===== src/rtl/pwm_grp_pkg.sv =====
package pwm_grp_pkg;
  localparam int unsigned ADDR_W  = 3;
  localparam int unsigned NUM_OUT = 4;
  localparam int unsigned NUM_CH  = 2;

  typedef enum logic [ADDR_W-1:0] {
    REG_CTRL    = 3'd0,
    REG_PERIOD  = 3'd1,
    REG_DEAD    = 3'd2,
    REG_DUTY_AH = 3'd3,
    REG_DUTY_BH = 3'd4,
    REG_DUTY_AL = 3'd5,
    REG_DUTY_BL = 3'd6
  } reg_addr_e;

  // control bit positions
  localparam int unsigned CTRL_RUN    = 0;
  localparam int unsigned CTRL_CENTER = 1;
  localparam int unsigned CTRL_INDEP  = 2;
  localparam int unsigned CTRL_DIS    = 4;
  localparam int unsigned CTRL_W      = 8;

  // output index: 0 AH, 1 AL, 2 BH, 3 BL
  function automatic logic [ADDR_W-1:0] duty_addr(input int unsigned idx);
    case (idx)
      0:       return REG_DUTY_AH;
      1:       return REG_DUTY_AL;
      2:       return REG_DUTY_BH;
      default: return REG_DUTY_BL;
    endcase
  endfunction
endpackage


===== src/rtl/pwm_grp_regs.sv =====
module pwm_grp_regs
  import pwm_grp_pkg::*;
#(
  parameter int unsigned CNT_W = 16
) (
  input  logic                              clk_i,
  input  logic                              rst_ni,
  input  logic                              wr_en_i,
  input  logic [ADDR_W-1:0]                 wr_addr_i,
  input  logic [CNT_W-1:0]                  wr_data_i,
  input  logic                              load_i,
  output logic                              run_o,
  output logic [NUM_OUT-1:0]                dis_o,
  output logic                              center_o,
  output logic                              indep_o,
  output logic [CNT_W-1:0]                  per_o,
  output logic [CNT_W-1:0]                  dead_o,
  output logic [NUM_OUT-1:0][CNT_W-1:0]     duty_o
);
  logic [CTRL_W-1:0]            ctrl_q;
  logic [CNT_W-1:0]             stg_per_q, stg_dead_q;
  logic [NUM_OUT-1:0][CNT_W-1:0] stg_duty_q;
  logic [CNT_W-1:0]             per_eff;
  logic                         ctrl_unused;

  assign ctrl_unused = ^{wr_data_i[CNT_W-1:CTRL_W], ctrl_q[3]};

  always_ff @(posedge clk_i or negedge rst_ni) begin
    if (!rst_ni) begin
      ctrl_q     <= '0;
      stg_per_q  <= '0;
      stg_dead_q <= '0;
    end else if (wr_en_i) begin
      case (wr_addr_i)
        REG_CTRL:   ctrl_q     <= wr_data_i[CTRL_W-1:0];
        REG_PERIOD: stg_per_q  <= wr_data_i;
        REG_DEAD:   stg_dead_q <= wr_data_i;
        default: ;
      endcase
    end
  end

  for (genvar g = 0; g < NUM_OUT; g++) begin : g_duty
    localparam logic [ADDR_W-1:0] DutyAddr = duty_addr(g);
    always_ff @(posedge clk_i or negedge rst_ni) begin
      if (!rst_ni)                             stg_duty_q[g] <= '0;
      else if (wr_en_i && wr_addr_i == DutyAddr) stg_duty_q[g] <= wr_data_i;
    end
    always_ff @(posedge clk_i or negedge rst_ni) begin
      if (!rst_ni)     duty_o[g] <= '0;
      else if (load_i) duty_o[g] <= stg_duty_q[g];
    end
  end

  // zero period runs as one clock
  assign per_eff = (stg_per_q == '0) ? CNT_W'(1) : stg_per_q;

  always_ff @(posedge clk_i or negedge rst_ni) begin
    if (!rst_ni) begin
      per_o    <= CNT_W'(1);
      dead_o   <= '0;
      center_o <= 1'b0;
      indep_o  <= 1'b0;
    end else if (load_i) begin
      per_o    <= per_eff;
      dead_o   <= stg_dead_q;
      center_o <= ctrl_q[CTRL_CENTER];
      indep_o  <= ctrl_q[CTRL_INDEP];
    end
  end

  assign run_o = ctrl_q[CTRL_RUN];
  assign dis_o = ctrl_q[CTRL_DIS +: NUM_OUT];
endmodule


===== src/rtl/pwm_grp_counter.sv =====
module pwm_grp_counter #(
  parameter int unsigned CNT_W = 16
) (
  input  logic             clk_i,
  input  logic             rst_ni,
  input  logic             run_i,
  input  logic             center_i,
  input  logic [CNT_W-1:0] per_i,
  output logic [CNT_W-1:0] cnt_o,
  output logic             wrap_o
);
  logic [CNT_W-1:0] cnt_q, top;
  logic             down_q;

  assign top    = per_i - CNT_W'(1);
  assign wrap_o = center_i ? (down_q && cnt_q == '0) : (cnt_q >= top);
  assign cnt_o  = cnt_q;

  always_ff @(posedge clk_i or negedge rst_ni) begin
    if (!rst_ni) begin
      cnt_q  <= '0;
      down_q <= 1'b0;
    end else if (!run_i) begin
      cnt_q  <= '0;
      down_q <= 1'b0;
    end else if (center_i) begin
      // each turning value is held for two clocks
      if (!down_q) begin
        if (cnt_q >= top) down_q <= 1'b1;
        else              cnt_q  <= cnt_q + CNT_W'(1);
      end else begin
        if (cnt_q == '0) down_q <= 1'b0;
        else             cnt_q  <= cnt_q - CNT_W'(1);
      end
    end else begin
      down_q <= 1'b0;
      cnt_q  <= wrap_o ? '0 : cnt_q + CNT_W'(1);
    end
  end
endmodule


===== src/rtl/pwm_grp_deadband.sv =====
module pwm_grp_deadband #(
  parameter int unsigned CNT_W = 16
) (
  input  logic             clk_i,
  input  logic             rst_ni,
  input  logic             clr_i,
  input  logic             ref_i,
  input  logic [CNT_W-1:0] dead_i,
  output logic             hi_o,
  output logic             lo_o
);
  localparam int unsigned RunW = CNT_W + 1;

  logic            ref_q;
  logic [RunW-1:0] run_q;  // clocks ref_q has held its level
  logic            settled;

  always_ff @(posedge clk_i or negedge rst_ni) begin
    if (!rst_ni) begin
      ref_q <= 1'b0;
      run_q <= '0;
    end else if (clr_i) begin
      ref_q <= 1'b0;
      run_q <= '0;
    end else if (ref_i != ref_q) begin
      ref_q <= ref_i;
      run_q <= RunW'(1);
    end else if (run_q != '1) begin
      run_q <= run_q + RunW'(1);
    end
  end

  assign settled = run_q > {1'b0, dead_i};
  assign hi_o    =  ref_q && settled;
  assign lo_o    = !ref_q && settled;
endmodule


===== src/rtl/pwm_group.sv =====
module pwm_group
  import pwm_grp_pkg::*;
#(
  parameter int unsigned CNT_W = 16
) (
  input  logic             clk_i,
  input  logic             rst_ni,
  input  logic             wr_en_i,
  input  logic [2:0]       wr_addr_i,
  input  logic [CNT_W-1:0] wr_data_i,
  output logic             pwm_ah_o,
  output logic             pwm_al_o,
  output logic             pwm_bh_o,
  output logic             pwm_bl_o
);
  logic                          run, center_act, indep_act, wrap, load;
  logic [NUM_OUT-1:0]            dis, cmp, np_q, paired, core, out_q;
  logic [CNT_W-1:0]              per_act, dead_act, cnt;
  logic [NUM_OUT-1:0][CNT_W-1:0] duty_act;

  assign load = !run || wrap;

  pwm_grp_regs #(.CNT_W(CNT_W)) u_regs (
    .clk_i     (clk_i),
    .rst_ni    (rst_ni),
    .wr_en_i   (wr_en_i),
    .wr_addr_i (wr_addr_i),
    .wr_data_i (wr_data_i),
    .load_i    (load),
    .run_o     (run),
    .dis_o     (dis),
    .center_o  (center_act),
    .indep_o   (indep_act),
    .per_o     (per_act),
    .dead_o    (dead_act),
    .duty_o    (duty_act)
  );

  pwm_grp_counter #(.CNT_W(CNT_W)) u_cnt (
    .clk_i    (clk_i),
    .rst_ni   (rst_ni),
    .run_i    (run),
    .center_i (center_act),
    .per_i    (per_act),
    .cnt_o    (cnt),
    .wrap_o   (wrap)
  );

  for (genvar g = 0; g < NUM_OUT; g++) begin : g_cmp
    assign cmp[g] = cnt < duty_act[g];
    always_ff @(posedge clk_i or negedge rst_ni) begin
      if (!rst_ni)   np_q[g] <= 1'b0;
      else if (!run) np_q[g] <= 1'b0;
      else           np_q[g] <= cmp[g];
    end
  end

  // paired channels follow the high-side compare of each channel
  for (genvar c = 0; c < NUM_CH; c++) begin : g_pair
    pwm_grp_deadband #(.CNT_W(CNT_W)) u_db (
      .clk_i  (clk_i),
      .rst_ni (rst_ni),
      .clr_i  (!run),
      .ref_i  (cmp[2*c]),
      .dead_i (dead_act),
      .hi_o   (paired[2*c]),
      .lo_o   (paired[2*c+1])
    );
  end

  assign core = indep_act ? np_q : paired;

  always_ff @(posedge clk_i or negedge rst_ni) begin
    if (!rst_ni)   out_q <= '0;
    else if (!run) out_q <= '0;
    else           out_q <= core & ~dis;
  end

  assign pwm_ah_o = out_q[0];
  assign pwm_al_o = out_q[1];
  assign pwm_bh_o = out_q[2];
  assign pwm_bl_o = out_q[3];
endmodule


===== config.mk =====
export PLATFORM = sky130hd
export DESIGN_NAME = pwm_group
export DESIGN_NICKNAME = d
export VERILOG_FILES = /design/src/rtl/pwm_grp_pkg.sv /design/src/rtl/pwm_grp_regs.sv /design/src/rtl/pwm_grp_counter.sv /design/src/rtl/pwm_grp_deadband.sv /design/src/rtl/pwm_group.sv
export SDC_FILE = /design/constraint.sdc
export NUM_CORES = 1
export LEC_CHECK = 0
export ABC_AREA = 1
export BUFFER_PORTS_ARGS = -buffer_cell sky130_fd_sc_hd__buf_2
export CAP_MARGIN = 20
export CORE_MARGIN = 2
export CORE_UTILIZATION = 55
export DETAILED_ROUTE_END_ITERATION = 16
export PLACE_DENSITY = 0.71
export RECOVER_POWER = 25
export SYNTH_ARGS = -nofsm -noshare
export SYNTH_HDL_FRONTEND = slang
export SYNTH_SLANG_ARGS = --single-unit

===== constraint.sdc =====
create_clock -name clk_i -period 5.1 [get_ports clk_i]
set_input_delay 0.51 -clock clk_i [delete_from_list [all_inputs] [get_ports clk_i]]
set_output_delay 0.51 -clock clk_i [all_outputs]
set_load 0.01 [all_outputs]

# --- Word level (Yosys, flattened, before mapping) ---
# Index checks and enable logic that the tools add are counted.
classes:
  magnitude_cmp: 7
  bitwise_logic: 2
  reduce_logical: 20
  n_eq_ne: 16
  addsub: 5
  mux: 29
ops:
  columns: ["operator", "count"]
  rows:
  - ["16-bit two-way mux", 7]
  - ["17-bit two-way mux", 6]
  - ["16-bit < comparator", 4]
  - ["17-bit by 1-bit adder with 17-bit output (second input constant)", 2]
  - ["17-bit by 16-bit greater-than comparator with 1-bit output", 2]
  - ["17-bit != test (second input constant)", 2]
  - ["16-bit logical NOT", 2]
  - ["16-bit by 1-bit subtractor with 16-bit output (second input constant)", 2]
  - ["16-bit by 1-bit adder with 16-bit output (second input constant)", 1]
  - ["16-bit >= comparator", 1]
  - ["1-bit two-way mux", 14]
  - ["3-bit equality test (second input constant)", 3]
  - ["1-bit logical AND", 9]
  - ["4-bit two-way mux", 2]
  - ["2-bit AND reduction", 4]
  - ["3-bit by 2-bit equality test with 1-bit output (second input constant)", 2]
  - ["3-bit by 1-bit != test with 1-bit output (second input constant)", 2]
  - ["4-bit AND", 1]
  - ["2-bit by 1-bit != test with 1-bit output (second input constant)", 2]
  - ["4-bit by 3-bit != test with 1-bit output (second input constant)", 1]
  - ["4-bit != test (second input constant)", 1]
  - ["4-bit NOT", 1]
  - ["3-bit by 1-bit equality test with 1-bit output (second input constant)", 1]
  - ["1-bit logical NOT", 3]
  - ["3 further kinds", 4]
totals:
  elab_cells: 105
  output_inout_bits: 4
  in_bits: 22
  regBits: 263

# --- Longest topological paths before layout ---
logic_depth:
  depth_word: 6
  mapped_depth: 22

# --- Cells and area by module ---
# From an unflattened synthesis, not the netlist that was laid out.
unflattened:
  hier_cells: 1863
  hier_area_um2: 14757.9
modules_own_cells:
  columns: ["module", "area_each_um2", "cells_per_inst", "n_inst"]
  rows:
  - ["pwm_grp_regs", 7667.4, 793, 1]
  - ["pwm_grp_deadband", 1527.7, 221, 2]
  - ["pwm_grp_counter", 2157.1, 346, 1]
  - ["pwm_group", 1878.1, 282, 1]

# --- Worst setup path before layout ---
# No wires, ideal clock.
synth_timing:
  kind: "reg2reg"
  from: "register u_regs.per_o[0]"
  to: "register u_regs.dead_o[0]"
  arrival_time_ns: 2.828
  synth_period_minus_slack_ns: 2.945
  slack_ns: 2.155
  path_stages_with_launch: 20
  n_path_buf: 2
  setup_time_ns: 0.117
  path_cell_list: "dfstp_2 -> inv_1 -> ha_1 -> nand3_1 -> nor3_1 -> nand3_1 -> nor3_1 -> xor2_1 -> inv_1 -> ha_1 -> nand2_1 -> inv_1 -> o21ai_1 -> nand2_1 -> nor2_1 -> nand4_2 -> buf_2 -> buf_2 -> nand3_1 -> nand2_1"
synth_between:
  elab_chain_len: 4
synth_lines:
  columns: ["element", "line_no", "text"]
  rows:
  - ["start: declaration", "pwm_grp_regs.sv:16", "output logic [CNT_W-1:0] per_o,"]
  - ["start signal: assignment", "pwm_grp_regs.sv:65", "per_o <= per_eff;"]
  - ["16-bit by 1-bit subtractor with 16-bit output", "pwm_grp_counter.sv:15", "assign top = per_i - CNT_W'(1);"]
  - ["16-bit >= comparator", "pwm_grp_counter.sv:16", "assign wrap_o = center_i ? (down_q && cnt_q == '0) : (cnt_q >= top);"]
  - ["1-bit two-way mux", "pwm_grp_counter.sv:16", null]
  - ["1-bit logical OR", "pwm_group.sv:21", "assign load = !run || wrap;"]
  - ["end signal: assignment", "pwm_grp_regs.sv:66", "dead_o <= stg_dead_q;"]
  - ["end: declaration", "pwm_grp_regs.sv:17", "output logic [CNT_W-1:0] dead_o,"]
# No other way between the ends.
# A chain may end at the register's enable or synchronous reset.

# --- Final worst setup path ---
layout_timing:
  from: "register u_regs.per_o[1]"
  to: "register u_regs.dead_o[9]"
# Same word-level chain as after synthesis.

==> results.py <==
metrics = {
    "run_status": {
        "status": "complete, but fails checks",
        "violations": "max-capacitance violations, max-slew violations",
    },
    "worst_setup_path": {
        "rr_worst_depth": 16,
        "crit_arrival_ns": 4.32,
        "cp.required_ns": 5.58,
        "crit_fanout": 88,
        "critPathLaunchType": "flop",
        "critPathKind": "reg2reg",
        "endpoint_kind": "flop",
    },
    "clocking": {
        "cts_buffers": 28,
        "clock_sinks": 262,
        "postCtsSetupBuffers": 0,
        "ctsResizeCount": 0,
        "htreeDepth": 1,
        "tritoncts": "yes",
        "postCtsHoldBufs": 0,
        "clock_latency_ns": 0.55,
        "clock_path_buffers": 3,
        "clockRootBuffer": "clkbuf_16",
        "cts.clk_slew.worst_paths_ns": 0.06,
    },
    "timing": {
        "rsz0062_at_grt": "no",
        "setup-tns-final_ns": 0,
        "layout_setup_ws_ns": 1.26,
        "hold_viol": 0,
        "finalSetupViolations": 0,
        "worst_slew_pin_slew_ns": 2.99,
        "fmaxAchievable_mhz": 260,
        "max-slew-margin-rel_pct": -99.4,
        "fin_crit_sh_pct": 75.3,
        "finClkSkew_ns": 0.0208,
        "post-route-min-period_ns": 3.84,
        "slew_viol_final": 114,
    },
    "floorplan": {
        "die_w_microns": 164,
        "core_area_sq_um": 25300,
        "dieArea_sq_um": 27000,
        "die_h_microns": 164,
        "rows": 58,
        "ios": 26,
        "initial_core_util_pct": 56.0,
    },
    "global_route": {
        "grt_pass1_vias": 10800,
        "grt_antenna_before_repair": 0,
        "grt_first_pass_wirelength_microns": 55400,
        "grt_usage_pct": 26.1,
        "grt_max_degree": 115,
        "overflow": 0,
    },
    "yosys": {
        "synth_seq_cells": 262,
        "synthTopCellsByArea": "dfrtp_1 (46%), nand2_1 (14%), ha_1 (10%)",
        "yosysSeqAreaShare_pct": 46.3,
        "synth_cell_types": 34,
        "yosys.area.top_type": "dfrtp_1",
        "avgSynthCellArea_sq_um": 8.06,
        "syn_area_sq_um": 14100,
        "yosysTopAreaCellShare_pct": 46.2,
        "syn_nets": 1893,
        "ys.warnings.count": 0,
        "syn_inst": 1756,
    },
    "power_and_ir_drop": {
        "cellPowerDensity_nw_per_um2": 440,
        "clkPwrFrac_pct": 31.4,
        "p_leak_nw": 8.22,
        "p_seq_share_pct": 42.1,
        "power_frac_comb_pct": 26.4,
        "totalPowerFinal_mw": 6.80,
        "p_sw_share_pct": 33.9,
        "internal_power_mw": 4.49,
        "irDropWorstVdd_mv": 0.313,
        "p_sw_mw": 2.31,
    },
    "drt": {
        "routedWlPerCell_microns": 16.2,
        "vias_per_cell": 5.42,
        "dr.pass1.iters": 6,
        "drcViolationCount": 0,
        "postRouteAntennaNets": 0,
        "via_count": 11400,
        "wl_microns": 34100,
        "first_iter_violations": 1037,
    },
    "placement": {
        "dp_slack_ns": 1.29,
        "port_buffers": 25,
        "placed_area_sq_um": 14500,
        "post-place-cells": 2058,
        "hpwl_microns": 22900,
        "gp_congestion": 0.848,
    },
    "final_layout": {
        "stdcell_area_sq_um": 15500,
        "area_growth_pct": 9.26,
        "stdcell_count": 2110,
        "diodes": 0,
        "nets": 1897,
        "drive_gt1_share_pct": 5.39,
    },
    "min_path": {
        "hp-class": "in2reg",
        "hold_depth": 3,
    },
    "job": {
        "drv_cap": 1,
    },
}
critical path, stage by stage (launching register included):
cell	delay, ns
dfrtp_1	0.39
inv_1	0.08
ha_1	0.19
nand3_1	0.12
nor3_1	0.37
nand3_1	0.19
nor3_1	0.21
xor2_1	0.16
inv_1	0.06
ha_1	0.27
nand3_1	0.09
nor2_1	0.15
nand3_1	0.19
nand4_4	0.17
buf_4	0.76
nand3_1	0.21
nand2_1	0.13
per-stage QoR:
step	utilization, %	hold slack (ns)
2_1_floorplan	-	0.214
3_3_place_gp	57.3	0.455
3_5_place_dp	57.3	0.458
4_1_cts	61.1	0.0905
5_1_grt	61.2	0.364
6_report	61.2	0.345
placed cells by master (no fill, tap or decap), types with 12 or more instances in the layout:
cell type	instances
xor2_1	34
nor3_1	12
nand4_1	22
nand3_1	161
buf_2	23
inv_1	196
nand2_1	516
ha_1	115
dfrtp_1	261
o21ai_0	138
nor2_1	120
xnor2_1	16
clkbuf_16	29
a21oi_1	54
flip-flops by register name (all words and copies together), names as in the netlist, 7 cells and up:
name               count
u_regs.per_o          16
u_regs.stg_dead_q     16
u_regs.duty_o         64
u_regs.stg_duty_q     64
u_regs.stg_per_q      16
g_pair.u_db.run_q     34
u_cnt.cnt_o           16
u_regs.dead_o         16
u_regs.ctrl_q          7
worst paths after layout:
| check | startpoint | end | slack, ns |
|---|---|---|---|
| max | u_regs.per_o[1]$_DFFE_PN0P_ | u_regs.dead_o[9]$_DFFE_PN0P_ | 1.26 |
| min | wr_data_i[8] | u_regs.stg_duty_q[40]$_DFFE_PN0P_ | 0.35 |
| max reg2reg | u_regs.per_o[1]$_DFFE_PN0P_ | u_regs.dead_o[9]$_DFFE_PN0P_ | 1.26 |
| min reg2reg | u_regs.dead_o[5]$_DFFE_PN0P_ | u_regs.dead_o[5]$_DFFE_PN0P_ | 0.47 |
| max in group asynchronous | rst_ni | u_regs.stg_duty_q[45]$_DFFE_PN0P_ | 2.19 |
| min in group asynchronous | rst_ni | u_cnt.cnt_o[6]$_DFFE_PN0P_ | 0.87 |
Yosys cell counts:
cell and n:
inv_1 196, inv_2 10, buf_6 9, nand3_2 1, o21ai_0 138, a21oi_1 54
nand3_1 161, a41oi_1 1, ha_1 115, nor2_1 120, nor2_2 1, nand2_2 2
clkbuf_1 34, dfrtp_1 261, or2_2 5, o21bai_1 1, nor4_1 5, o211ai_1 1
nand4_2 1, xnor2_1 16, nand4_1 22, o21ai_1 11, nor3_1 12, nand3b_1 3
buf_2 15, dfstp_2 1, mux2i_1 2, nor3b_1 1, nor4b_1 1, a21o_1 2
buf_4 2, xor2_1 34, nand2_1 516, o21a_1 2
power by group through the flow:
stage | clock (mW) | combinational, mW | sequential (mW)
after floorplan | 0 | 1.39 | 2.80
after global placement | 0 | 1.73 | 2.88
after detailed placement | 0 | 1.80 | 2.89
after CTS | 2.16 | 1.81 | 2.86
after global routing | 2.25 | 2.11 | 2.92
final | 2.14 | 1.80 | 2.86
area by class of cell:
class                   count  area (sq um)
fillers                  2238          9790
flip-flops and latches    262          6560
multi-input cells        1228          6510
clock buffers              41           821
inverters                 206           773
well taps                 330           413
repair buffers             34           233
clock inverters             9           149
metal layers:
layer	share of wire, %	GRT usage, %	vias up
li1	-	-	5661
met1	47	37.6	5438
met2	46	42.5	288
met3	4.9	3.09	43
met4	1.8	6.09	0
met5	0	0	-
cell families (layout without fill, tap and decap cells):
family	after synthesis	in the layout	synth area share (%)
DFF	262	262	46.3
buffers and inverters	266	290	7.72
xor gates and xnor gates	50	50	3.09
and+or+nand+nor	851	851	25.0
AOI/OAI and AO/OA	210	210	7.56
muxes	2	2	0.141
adders and majority gates	115	115	10.2
(Power assumes the default switching activity.)
